--- config.mk ---
export PLATFORM = sky130hd
export DESIGN_NAME = abs_addr_seq
export DESIGN_NICKNAME = d
export VERILOG_FILES = /design/src/rtl/abs_pkg.sv /design/src/rtl/abs_seq_ctrl.sv /design/src/rtl/abs_addr_lane.sv /design/src/rtl/abs_skew_line.sv /design/src/rtl/abs_addr_seq.sv
export SDC_FILE = /design/constraint.sdc
export NUM_CORES = 1
export LEC_CHECK = 0
export ABC_AREA = 1
export BUFFER_PORTS_ARGS = -buffer_cell sky130_fd_sc_hd__buf_2
export CAP_MARGIN = 20
export CELL_PAD_IN_SITES_DETAIL_PLACEMENT = 0
export CELL_PAD_IN_SITES_GLOBAL_PLACEMENT = 2
export CORE_MARGIN = 2
export CORE_UTILIZATION = 30
export CTS_CLUSTER_SIZE = 28
export DETAILED_ROUTE_END_ITERATION = 12
export GPL_TIMING_DRIVEN = 0
export PLACE_DENSITY_LB_ADDON = 0.1
export SLEW_MARGIN = 20
export SYNTH_ARGS = -nofsm -noshare
export SYNTH_HDL_FRONTEND = slang
export SYNTH_SLANG_ARGS = --single-unit
--- constraint.sdc ---
create_clock -name clk -period 15.6 [get_ports clk]
set_clock_uncertainty 0.15 [all_clocks]
set_input_delay 1.56 -clock clk [delete_from_list [all_inputs] [get_ports clk]]
set_output_delay 1.56 -clock clk [all_outputs]
set_load 0.02 [all_outputs]
--- src/rtl/abs_pkg.sv ---
package abs_pkg;
  parameter int unsigned LANE_W   = 12;
  parameter int unsigned CNT_W    = LANE_W + 1;
  parameter int unsigned MAX_SKEW = 15;
  localparam int unsigned SKEW_W  = $clog2(MAX_SKEW + 1);

  typedef logic [LANE_W-1:0] lane_addr_t;
  typedef logic [CNT_W-1:0]  lane_cnt_t;

  typedef struct packed {
    logic       valid;
    logic       done;
    lane_addr_t addr;
  } beat_t;
endpackage

--- src/rtl/abs_seq_ctrl.sv ---
module abs_seq_ctrl
  import abs_pkg::*;
(
  input  logic      clk,
  input  logic      rst_n,
  input  logic      start,
  input  logic      en,
  input  lane_cnt_t bsize,
  input  lane_cnt_t nblk,
  output logic      emit,
  output logic      blk_end,
  output logic      last
);
  lane_cnt_t k_q, k_d, b_q, b_d, bs_q, bs_d, nb_q, nb_d;
  logic      act_q, act_d;

  assign emit    = act_q & en & ~start;
  assign blk_end = emit & (k_q == bs_q - lane_cnt_t'(1));
  assign last    = blk_end & (b_q == nb_q - lane_cnt_t'(1));

  always_comb begin
    k_d   = k_q;
    b_d   = b_q;
    bs_d  = bs_q;
    nb_d  = nb_q;
    act_d = act_q;
    if (start) begin
      k_d   = '0;
      b_d   = '0;
      bs_d  = bsize;
      nb_d  = nblk;
      act_d = (bsize != '0) && (nblk != '0);
    end else if (emit) begin
      if (blk_end) begin
        k_d = '0;
        if (last) act_d = 1'b0;
        else      b_d   = b_q + lane_cnt_t'(1);
      end else begin
        k_d = k_q + lane_cnt_t'(1);
      end
    end
  end

  always_ff @(posedge clk or negedge rst_n) begin
    if (!rst_n) begin
      k_q   <= '0;
      b_q   <= '0;
      bs_q  <= '0;
      nb_q  <= '0;
      act_q <= 1'b0;
    end else begin
      k_q   <= k_d;
      b_q   <= b_d;
      bs_q  <= bs_d;
      nb_q  <= nb_d;
      act_q <= act_d;
    end
  end

  // counters stay inside the captured geometry while running
  p_cnt_range_r3: assert property (@(posedge clk) disable iff (!rst_n)
    act_q |-> (k_q < bs_q) && (b_q < nb_q));

  // the final emission ends the run
  p_last_stops_r6: assert property (@(posedge clk) disable iff (!rst_n)
    last |=> !act_q);

  // empty geometry never starts a run
  p_empty_idle_r12: assert property (@(posedge clk) disable iff (!rst_n)
    (start && (bsize == '0)) |=> !act_q);
endmodule

--- src/rtl/abs_addr_lane.sv ---
module abs_addr_lane
  import abs_pkg::*;
(
  input  logic       clk,
  input  logic       rst_n,
  input  logic       start,
  input  lane_addr_t start_addr,
  input  lane_addr_t step,
  input  lane_addr_t bstep,
  input  logic       step_ev,
  input  logic       blk_ev,
  input  logic       cin_s,
  input  logic       cin_b,
  output lane_addr_t cur_addr,
  output logic       cout_s,
  output logic       cout_b
);
  lane_addr_t addr_q, addr_d, base_q, base_d, step_q, step_d, bstep_q, bstep_d;
  logic [LANE_W:0] sum_s, sum_b;

  assign sum_s    = {1'b0, addr_q} + {1'b0, step_q}  + {{LANE_W{1'b0}}, cin_s};
  assign sum_b    = {1'b0, base_q} + {1'b0, bstep_q} + {{LANE_W{1'b0}}, cin_b};
  assign cout_s   = sum_s[LANE_W];
  assign cout_b   = sum_b[LANE_W];
  assign cur_addr = addr_q;

  always_comb begin
    addr_d  = addr_q;
    base_d  = base_q;
    step_d  = step_q;
    bstep_d = bstep_q;
    if (start) begin
      addr_d  = start_addr;
      base_d  = start_addr;
      step_d  = step;
      bstep_d = bstep;
    end else if (blk_ev) begin
      base_d = sum_b[LANE_W-1:0];
      addr_d = sum_b[LANE_W-1:0];
    end else if (step_ev) begin
      addr_d = sum_s[LANE_W-1:0];
    end
  end

  always_ff @(posedge clk or negedge rst_n) begin
    if (!rst_n) begin
      addr_q  <= '0;
      base_q  <= '0;
      step_q  <= '0;
      bstep_q <= '0;
    end else begin
      addr_q  <= addr_d;
      base_q  <= base_d;
      step_q  <= step_d;
      bstep_q <= bstep_d;
    end
  end

  // a new block begins exactly at its base
  p_block_base_r4: assert property (@(posedge clk) disable iff (!rst_n)
    (blk_ev || start) |=> (cur_addr == base_q));

  // no event leaves the address untouched
  p_hold_r7: assert property (@(posedge clk) disable iff (!rst_n)
    (!start && !blk_ev && !step_ev) |=> $stable(cur_addr));
endmodule

--- src/rtl/abs_skew_line.sv ---
module abs_skew_line
  import abs_pkg::*;
#(
  parameter int unsigned W     = 14,
  parameter int unsigned DEPTH = MAX_SKEW,
  localparam int unsigned SW   = $clog2(DEPTH + 1)
) (
  input  logic          clk,
  input  logic          rst_n,
  input  logic [W-1:0]  din,
  input  logic [SW-1:0] sel,
  output logic [W-1:0]  dout
);
  logic [W-1:0] tap [DEPTH+1];

  assign tap[0] = din;

  for (genvar g = 1; g <= DEPTH; g++) begin : g_stage
    always_ff @(posedge clk or negedge rst_n) begin
      if (!rst_n) tap[g] <= '0;
      else        tap[g] <= tap[g-1];
    end
  end

  assign dout = tap[sel];

  // a steady one-cycle setting shows last cycle's input
  p_one_cycle_r11: assert property (@(posedge clk) disable iff (!rst_n)
    (sel == SW'(1)) && ($past(sel) == SW'(1)) |-> (dout == $past(din)));
endmodule

--- src/rtl/abs_addr_seq.sv ---
module abs_addr_seq
  import abs_pkg::*;
(
  input  logic              clk,
  input  logic              rst_n,
  input  logic              start,
  input  logic              en,
  input  logic              wide_mode,
  input  logic [SKEW_W-1:0] skew,
  input  logic [LANE_W-1:0] lo_start,
  input  logic [LANE_W-1:0] lo_step,
  input  logic [LANE_W-1:0] lo_bstep,
  input  logic [CNT_W-1:0]  lo_bsize,
  input  logic [CNT_W-1:0]  lo_nblk,
  input  logic [LANE_W-1:0] hi_start,
  input  logic [LANE_W-1:0] hi_step,
  input  logic [LANE_W-1:0] hi_bstep,
  input  logic [CNT_W-1:0]  hi_bsize,
  input  logic [CNT_W-1:0]  hi_nblk,
  output logic              lo_valid,
  output logic              lo_done,
  output logic [LANE_W-1:0] lo_addr,
  output logic              hi_valid,
  output logic              hi_done,
  output logic [LANE_W-1:0] hi_addr
);
  localparam int unsigned BW = $bits(beat_t);

  logic [1:0] rs_q;
  logic       rst_s;

  always_ff @(posedge clk or negedge rst_n) begin
    if (!rst_n) rs_q <= 2'b00;
    else        rs_q <= {rs_q[0], 1'b1};
  end
  assign rst_s = rs_q[1];

  logic              wide_q, wide_d;
  logic [SKEW_W-1:0] skew_q, skew_d;
  beat_t             lo_q, lo_d, hp_q, hp_d, hi_out;

  logic a_emit, a_bend, a_last, b_emit, b_bend, b_last;
  logic h_emit, h_bend, h_last, h_step;
  logic a_cs, a_cb, unused_cs, unused_cb;
  lane_addr_t a_addr, b_addr;

  abs_seq_ctrl u_ctrl_lo (
    .clk(clk), .rst_n(rst_s), .start(start), .en(en),
    .bsize(lo_bsize), .nblk(lo_nblk),
    .emit(a_emit), .blk_end(a_bend), .last(a_last)
  );

  abs_seq_ctrl u_ctrl_hi (
    .clk(clk), .rst_n(rst_s), .start(start), .en(en),
    .bsize(hi_bsize), .nblk(hi_nblk),
    .emit(b_emit), .blk_end(b_bend), .last(b_last)
  );

  assign h_emit = wide_q ? a_emit : b_emit;
  assign h_bend = wide_q ? a_bend : b_bend;
  assign h_last = wide_q ? a_last : b_last;
  assign h_step = h_emit & ~h_bend;

  abs_addr_lane u_lane_lo (
    .clk(clk), .rst_n(rst_s), .start(start),
    .start_addr(lo_start), .step(lo_step), .bstep(lo_bstep),
    .step_ev(a_emit & ~a_bend), .blk_ev(a_bend),
    .cin_s(1'b0), .cin_b(1'b0),
    .cur_addr(a_addr), .cout_s(a_cs), .cout_b(a_cb)
  );

  abs_addr_lane u_lane_hi (
    .clk(clk), .rst_n(rst_s), .start(start),
    .start_addr(hi_start), .step(hi_step), .bstep(hi_bstep),
    .step_ev(h_step), .blk_ev(h_bend),
    .cin_s(wide_q & a_cs), .cin_b(wide_q & a_cb),
    .cur_addr(b_addr), .cout_s(unused_cs), .cout_b(unused_cb)
  );

  always_comb begin
    lo_d       = lo_q;
    lo_d.valid = a_emit;
    lo_d.done  = a_last;
    if (a_emit) lo_d.addr = a_addr;
    hp_d       = hp_q;
    hp_d.valid = h_emit;
    hp_d.done  = h_last;
    if (h_emit) hp_d.addr = b_addr;
    wide_d = start ? wide_mode : wide_q;
    skew_d = start ? skew : skew_q;
  end

  always_ff @(posedge clk or negedge rst_s) begin
    if (!rst_s) begin
      lo_q   <= '0;
      hp_q   <= '0;
      wide_q <= 1'b0;
      skew_q <= '0;
    end else begin
      lo_q   <= lo_d;
      hp_q   <= hp_d;
      wide_q <= wide_d;
      skew_q <= skew_d;
    end
  end

  abs_skew_line #(.W(BW), .DEPTH(MAX_SKEW)) u_skew (
    .clk(clk), .rst_n(rst_s), .din(hp_q),
    .sel(wide_q ? '0 : skew_q), .dout(hi_out)
  );

  assign lo_valid = lo_q.valid;
  assign lo_done  = lo_q.done;
  assign lo_addr  = lo_q.addr;
  assign hi_valid = hi_out.valid;
  assign hi_done  = hi_out.done;
  assign hi_addr  = hi_out.addr;

  // done only accompanies a valid address
  p_done_valid_r6: assert property (@(posedge clk) disable iff (!rst_s)
    lo_done |-> lo_valid);

  // wide mode keeps the upper lane aligned with the lower lane
  p_wide_align_r9: assert property (@(posedge clk) disable iff (!rst_s)
    wide_q |-> (hi_valid == lo_valid) && (hi_done == lo_done));

  // nothing is emitted in a start cycle
  p_start_quiet_r2: assert property (@(posedge clk) disable iff (!rst_s)
    start |=> !lo_valid);
endmodule

# After elaboration in Yosys (flattened, before gate mapping)
# Index checks and enable logic that the tools add are counted.
[op_classes]
n_addsub = 14
order_cmp = 1
n_eq_ne = 6
n_mux = 39
n_bitwise = 16
n_reduce_logical = 19
[op_table]
columns = ["operator", "n"]
rows = [
  ["13-bit 2-to-1 mux", 14],
  ["12-bit 2-to-1 mux", 10],
  ["14-bit binary-select mux with 4-bit select", 1],
  ["13-bit by 1-bit adder with 13-bit output (second input constant)", 4],
  ["13-bit == test", 4],
  ["13-bit nonzero test", 4],
  ["13-bit by 1-bit subtractor with 13-bit output (second input constant)", 4],
  ["14-bit 2-to-1 mux", 2],
  ["12-bit by 12-bit adder with 13-bit output", 2],
  ["12-bit by 1-bit adder with 12-bit output", 2],
  ["12-bit adder", 2],
  ["2-bit nonzero test", 7],
  ["1-bit bitwise AND", 12],
  ["3-bit AND reduction", 4],
  ["1-bit 2-to-1 mux", 11],
  ["3-bit nonzero test", 2],
  ["5-bit greater-or-equal comparator (second input constant)", 1],
  ["4-bit inverter with 5-bit output", 1],
  ["4-bit 2-to-1 mux", 1],
  ["2-bit != test (second input constant)", 2],
  ["1-bit inverter", 3],
  ["1-bit logical AND", 2],
]
[word_totals]
register_bits = 447
in_bits = 133
out_inout_bits = 28
elab_cells = 137

# Logic depth before layout (Yosys ltp)
[logic_depth]
word_depth = 9
ltp_mapped = 26
mapped_depth_nobuf = 26

# Hierarchy
# From an unflattened synthesis, not the netlist that was laid out.
[unflattened]
hier_cells = 3006
area_unflattened_um2 = 23607.6
[modules_own_cells]
columns = ["module", "instances", "cells_per_inst", "area_per_inst_um2", "seq_area_each_um2"]
rows = [
  ["abs_skew_line", 1, 888, 8120.3, 5255.0],
  ["abs_seq_ctrl at u_ctrl_hi", 1, 561, 3851.2, 1326.3],
  ["abs_seq_ctrl at u_ctrl_lo", 1, 562, 3708.6, 1326.3],
  ["abs_addr_lane at u_lane_lo", 1, 418, 3276.9, 1201.2],
  ["abs_addr_lane at u_lane_hi", 1, 421, 3265.6, 1201.2],
  ["abs_addr_seq", 1, 156, 1385.1, 875.8],
]

# Worst setup path after synthesis
# No wires, ideal clock.
[synth_path]
path_kind = "flip-flop to output port"
start = "reg wide_q"
end = "out hi_addr[1]"
arrival_time_ns = 1.812
required_ns = 13.890
setup_slack_ns = 12.078
stages_incl_launch_ff = 9
path_buffers = 3
path_cell_list = "dfrtp_1 > buf_2 > nor2_1 > buf_2 > buf_1 > nor2_1 > o311ai_0 > nand3_1 > nand2_1"
[synth_between]
elab_chain_len = 5
[synth_lines]
columns = ["item", "line_no", "rtl"]
rows = [
  ["start, declared", "abs_addr_seq.sv:38", "logic wide_q, wide_d;"],
  ["start signal, assigned", "abs_addr_seq.sv:102", "wide_q <= wide_d;"],
  ["4-bit 2-to-1 mux", "abs_addr_seq.sv:109", ".sel(wide_q ? '0 : skew_q), .dout(hi_out)"],
  ["4-bit inverter with 5-bit output (not written as such)", "abs_skew_line.sv:25", "assign dout = tap[sel];"],
  ["14-bit binary-select mux with 4-bit select", "abs_skew_line.sv:25", ""],
  ["14-bit 2-to-1 mux (not written as such) (2 in a row)", "abs_skew_line.sv:25", ""],
  ["end, declared", "abs_addr_seq.sv:25", "output logic [LANE_W-1:0] hi_addr"],
]
# No other way between the ends. The select of a mux whose other input is x is not followed.

# Worst setup path after layout
[layout_path]
start = "reg wide_q"
end = "out hi_valid"
[layout_between]
elab_chain_len = 5
[layout_lines]
columns = ["item", "line_no", "rtl"]
rows = [
  ["4-bit 2-to-1 mux", "abs_addr_seq.sv:109", ""],
  ["4-bit inverter with 5-bit output (not written as such)", "abs_skew_line.sv:25", ""],
  ["14-bit binary-select mux with 4-bit select", "abs_skew_line.sv:25", ""],
  ["14-bit 2-to-1 mux (not written as such) (2 in a row)", "abs_skew_line.sv:25", ""],
  ["end, declared", "abs_addr_seq.sv:23", "output logic hi_valid,"],
]
# No other way between the ends. The select of a mux whose other input is x is not followed.

==> out/results.txt <==
The flow ran to the end, and the final reports show no timing, DRC or antenna violations. The synthesized netlist occupies a cell area of 0.02155 mm^2. The clock insertion delay at the later pin of the skew report is 640 ps, and the number of distinct library cells after synthesis is 56.

The clock net in this run drives a total of 447 sinks. TritonCTS built the clock tree. The wire length of the first global-routing pass is 108400 um, and the largest buffer count on any clock path is 3.

The region available for standard cell placement spans 0.07124 mm^2. The most used flip-flop cell after synthesis is sky130_fd_sc_hd__dfrtp_1. The synthesized area per cell is 8.553 um^2, and the sequential cell area in the final layout is 0.01119 mm^2. The cell count after synthesis came out at 2519.

Setup violations remaining at the end of the flow were counted as 0. For the arrival time of the worst setup path, the log shows 3350 ps. The run gives 2.495% as the met3 layer usage reported by global route. The worst register-to-register path ends at u_lane_hi.cur_addr[10]$_DFFE_PN0P_. The count of cells along the worst register-to-register path works out to 24.

For this run, the number of Yosys warnings is 0. Initial antenna violation count: 1. Port buffering added 160 buffers. The peak-usage layer in the global routing report is met2. The fraction of layout instances using a drive strength above 1 was 12.31%. For the worst setup path, the data required time is 13890 ps. The routability-driven placement congestion ratio is 0.8075.

The launch point of the worst reg-to-reg path was u_lane_lo.cur_addr[5]$_DFFE_PN0P_. Dividing the detail-routed via count by the number of cells gives 4.671. The number of H-tree levels was 2. In the layout the commonest cells are sky130_fd_sc_hd__nand2_1, sky130_fd_sc_hd__dfrtp_1, sky130_fd_sc_hd__nor2_1.

STA classifies the critical path startpoint as a register. Leaving out fill and tap cells, the most frequent cell in the layout is sky130_fd_sc_hd__nand2_1. The count of flip-flops with a built-in enable after synthesis is 0, and the remaining global-route overflow is 0.

For this design the top-level I/O count stands at 161. Dividing the final minimum period by the clock period gives 32.47%. The final standard cell area without fillers is 0.02557 mm^2, and the horizontal die dimension is 272.0 um. The tools report the type of element capturing the critical path as a primary output. The post-CTS clock slew at the launch and capture registers of the worst setup and hold paths was 60 ps; the largest driver fanout on the critical path was 10. The run gives 7352 as the layout filler cell count. For this run, the register share of the synthesized area comes to 51.92%. Clock tree synthesis selected as its root buffer the cell sky130_fd_sc_hd__clkbuf_16.

The overall power is 0.003460 W, and the worst-case vdd ir drop is 0.06198 mV. Subtracting the final worst setup slack from the clock period gives 5065 ps. The total die area came out at 0.07398 mm^2.

The count of endpoints failing hold in the final timing report came out at 0. The routed wirelength normalized by instance count was 18.35 um; the post-detailed-route DRC marker count was 0. For met1 alone, demand over resource in global routing was 25.54%.

For this run, global-route usage on met2 was measured as 31.70%. Derived from the worst setup path, the maximum achievable clock frequency is 197.4 MHz. The aggregate global-route resource usage is 18.77%. TritonCTS created 54 clock buffers.

Number of pins with negative max-slew slack in the final report: 0. The area growth from synthesis to layout is 18.68%. Overall via count from detail_route: 17420.

The run gives 30.24% as the initial standard-cell utilization of the core. The number of global-route vias before repair is 18290. Number of nets with antenna violations after detailed routing: 0. The placed instances occupy a cell area of 0.02378 mm^2.

The overall die height is 272.0 um. For the static leakage, the log shows 12.38 nW. The HPWL after detailed placement was 52030 um. Number of design-rule violations left by the first detailed-router iteration: 947.

The measured slew at the worst slew-check pin is 1013 ps, and the number of nets produced by synthesis is 2710. After routing, the total negative slack on setup checks comes to 0 ps. In this run the register-to-register setup slack is 11370 ps.

Entering global routing, the biggest net connects 55 pins. Max-cap violations in this run came to 0. Once the clock tree was built, the setup fixing pass inserted 0 buffers. Of all flip-flops after synthesis, the portion carrying an async set or reset was 100.0%. The min-delay analysis places its worst path in the category reg -> async. In this run the tightest slew margin relative to its limit is 32.45%. The pre-antenna-repair detailed-routing pass consisted of 5 iterations.

The number of gates resized after CTS was 0. The area of combinational cells with multiple inputs is 0.009248 mm^2. The number of core rows was 98. Setup repair after global routing left no endpoint under its margin.

The power per cell area is 135.3 mW/mm^2. The type of the worst setup path was reg -> out. After detailed routing, the total wire length is 68430 um. For this run, the post-layout net count is 2935. Synthesized flop and latch total: 447. In this run, post-CTS hold repair placed 0 buffers.
==> logic make-up after synthesis <==
| logic type | share of synthesized area (%) |
|---|---|
| and+or+nand+nor | 24.79 |
| DFF | 51.92 |
| AOI/OAI and AO/OA | 10.06 |
| buffers and inverters | 5.163 |
| xor gates and xnor gates | 4.472 |
| adders and majority gates | 3.577 |
| other | 0.01740 |
==> flip-flops by register name, summed over array words and instances, names as in the netlist, 13 cells and up <==
register        cells
u_ctrl_lo.k_q      13
u_ctrl_hi.bs_q     13
hp_q               14
u_skew.tap        210
u_ctrl_hi.nb_q     13
u_ctrl_lo.b_q      13
u_ctrl_lo.bs_q     13
u_ctrl_hi.k_q      13
u_ctrl_lo.nb_q     13
u_ctrl_hi.b_q      13
==> cells in the mapped netlist (all sizes together), types with 3 or more instances <==
library cell	n	area share (%)
nand2	671	12
dfrtp	447	52
nor2	376	6.9
o21ai	186	4.5
inv	178	3.1
nand3	156	3.8
clkbuf	73	1.3
xor2	70	2.8
o311ai	54	2.2
ha	52	3.0
a21oi	48	1.2
xnor2	40	1.6
nand4	25	0.73
buf	23	0.75
nor3	18	0.44
nor4	15	0.44
o22ai	12	0.35
a22oi	9	0.31
or2	9	0.26
a21o	8	0.28
a21boi	7	0.24
o211ai	7	0.24
fa	6	0.56
a31oi	5	0.15
nand3b	4	0.16
a211oi	3	0.10
==> final cells by class <==
type                    instances  share of cell area [%]
diodes                          1                0.009786
clock inverters                14                  0.9590
inverters                     180                   2.642
well taps                     950                   4.648
clock buffers                  76                   6.038
flip-flops and latches        447                   43.76
multi-input cells            1796                   36.16
repair buffers                169                   4.071
plain buffers                  96                   1.708
==> worst max-delay path by stage <==
stage / cells after the start / start / endpoint
2_1_floorplan: 0 / rs_q[1]$_DFF_PN0_ / hp_q[0]$_DFFE_PN0P_
5_1_grt: 8 / wide_q$_DFFE_PN0P_ / hi_addr[11]
6_report: 9 / wide_q$_DFFE_PN0P_ / hi_valid
3_5_place_dp: 9 / wide_q$_DFFE_PN0P_ / hi_addr[1]
4_1_cts: 9 / wide_q$_DFFE_PN0P_ / hi_addr[1]
3_3_place_gp: 0 / rs_q[1]$_DFF_PN0_ / u_skew.tap[188]$_DFF_PN0_
==> per-layer routing <==
layer  up-vias  routed length (um)
li1       8683                   -
met4         0                1358
met1      8410               32330
met5         -                   0
met3        80                2056
met2       246               32680
==> report_power, final <==
group,switching [W],internal (W),total [W]
Clock,0.000514,0.000753,0.00127
Combinational,0.000423,0.000239,0.000662
Sequential,0.000141,0.00139,0.00153
Total,0.00108,0.00238,0.00346
==> critical path, cell delays in order, from the launching register on <==
cell                       delay (ps)
sky130_fd_sc_hd__dfrtp_1          390
sky130_fd_sc_hd__buf_2            230
sky130_fd_sc_hd__nor2_1           250
sky130_fd_sc_hd__buf_2            300
sky130_fd_sc_hd__buf_2            350
sky130_fd_sc_hd__nor2_1            80
sky130_fd_sc_hd__o311ai_0         530
sky130_fd_sc_hd__nand3_1          230
sky130_fd_sc_hd__nand2_1          190
sky130_fd_sc_hd__buf_2            190
==> metrics by stage <==
step	hold WS, ps	setup slack, ps	std cells	utilization (%)
5_1_grt	183.7	10270	3728	35.89
6_report	159.3	10540	3729	35.89
2_1_floorplan	181.2	2069	2519	-
4_1_cts	179.6	10480	3728	35.89
3_3_place_gp	186.3	-4158	3629	33.04
3_5_place_dp	183.5	11140	3638	33.38
No activity file was read; power rests on OpenSTA's default activity.
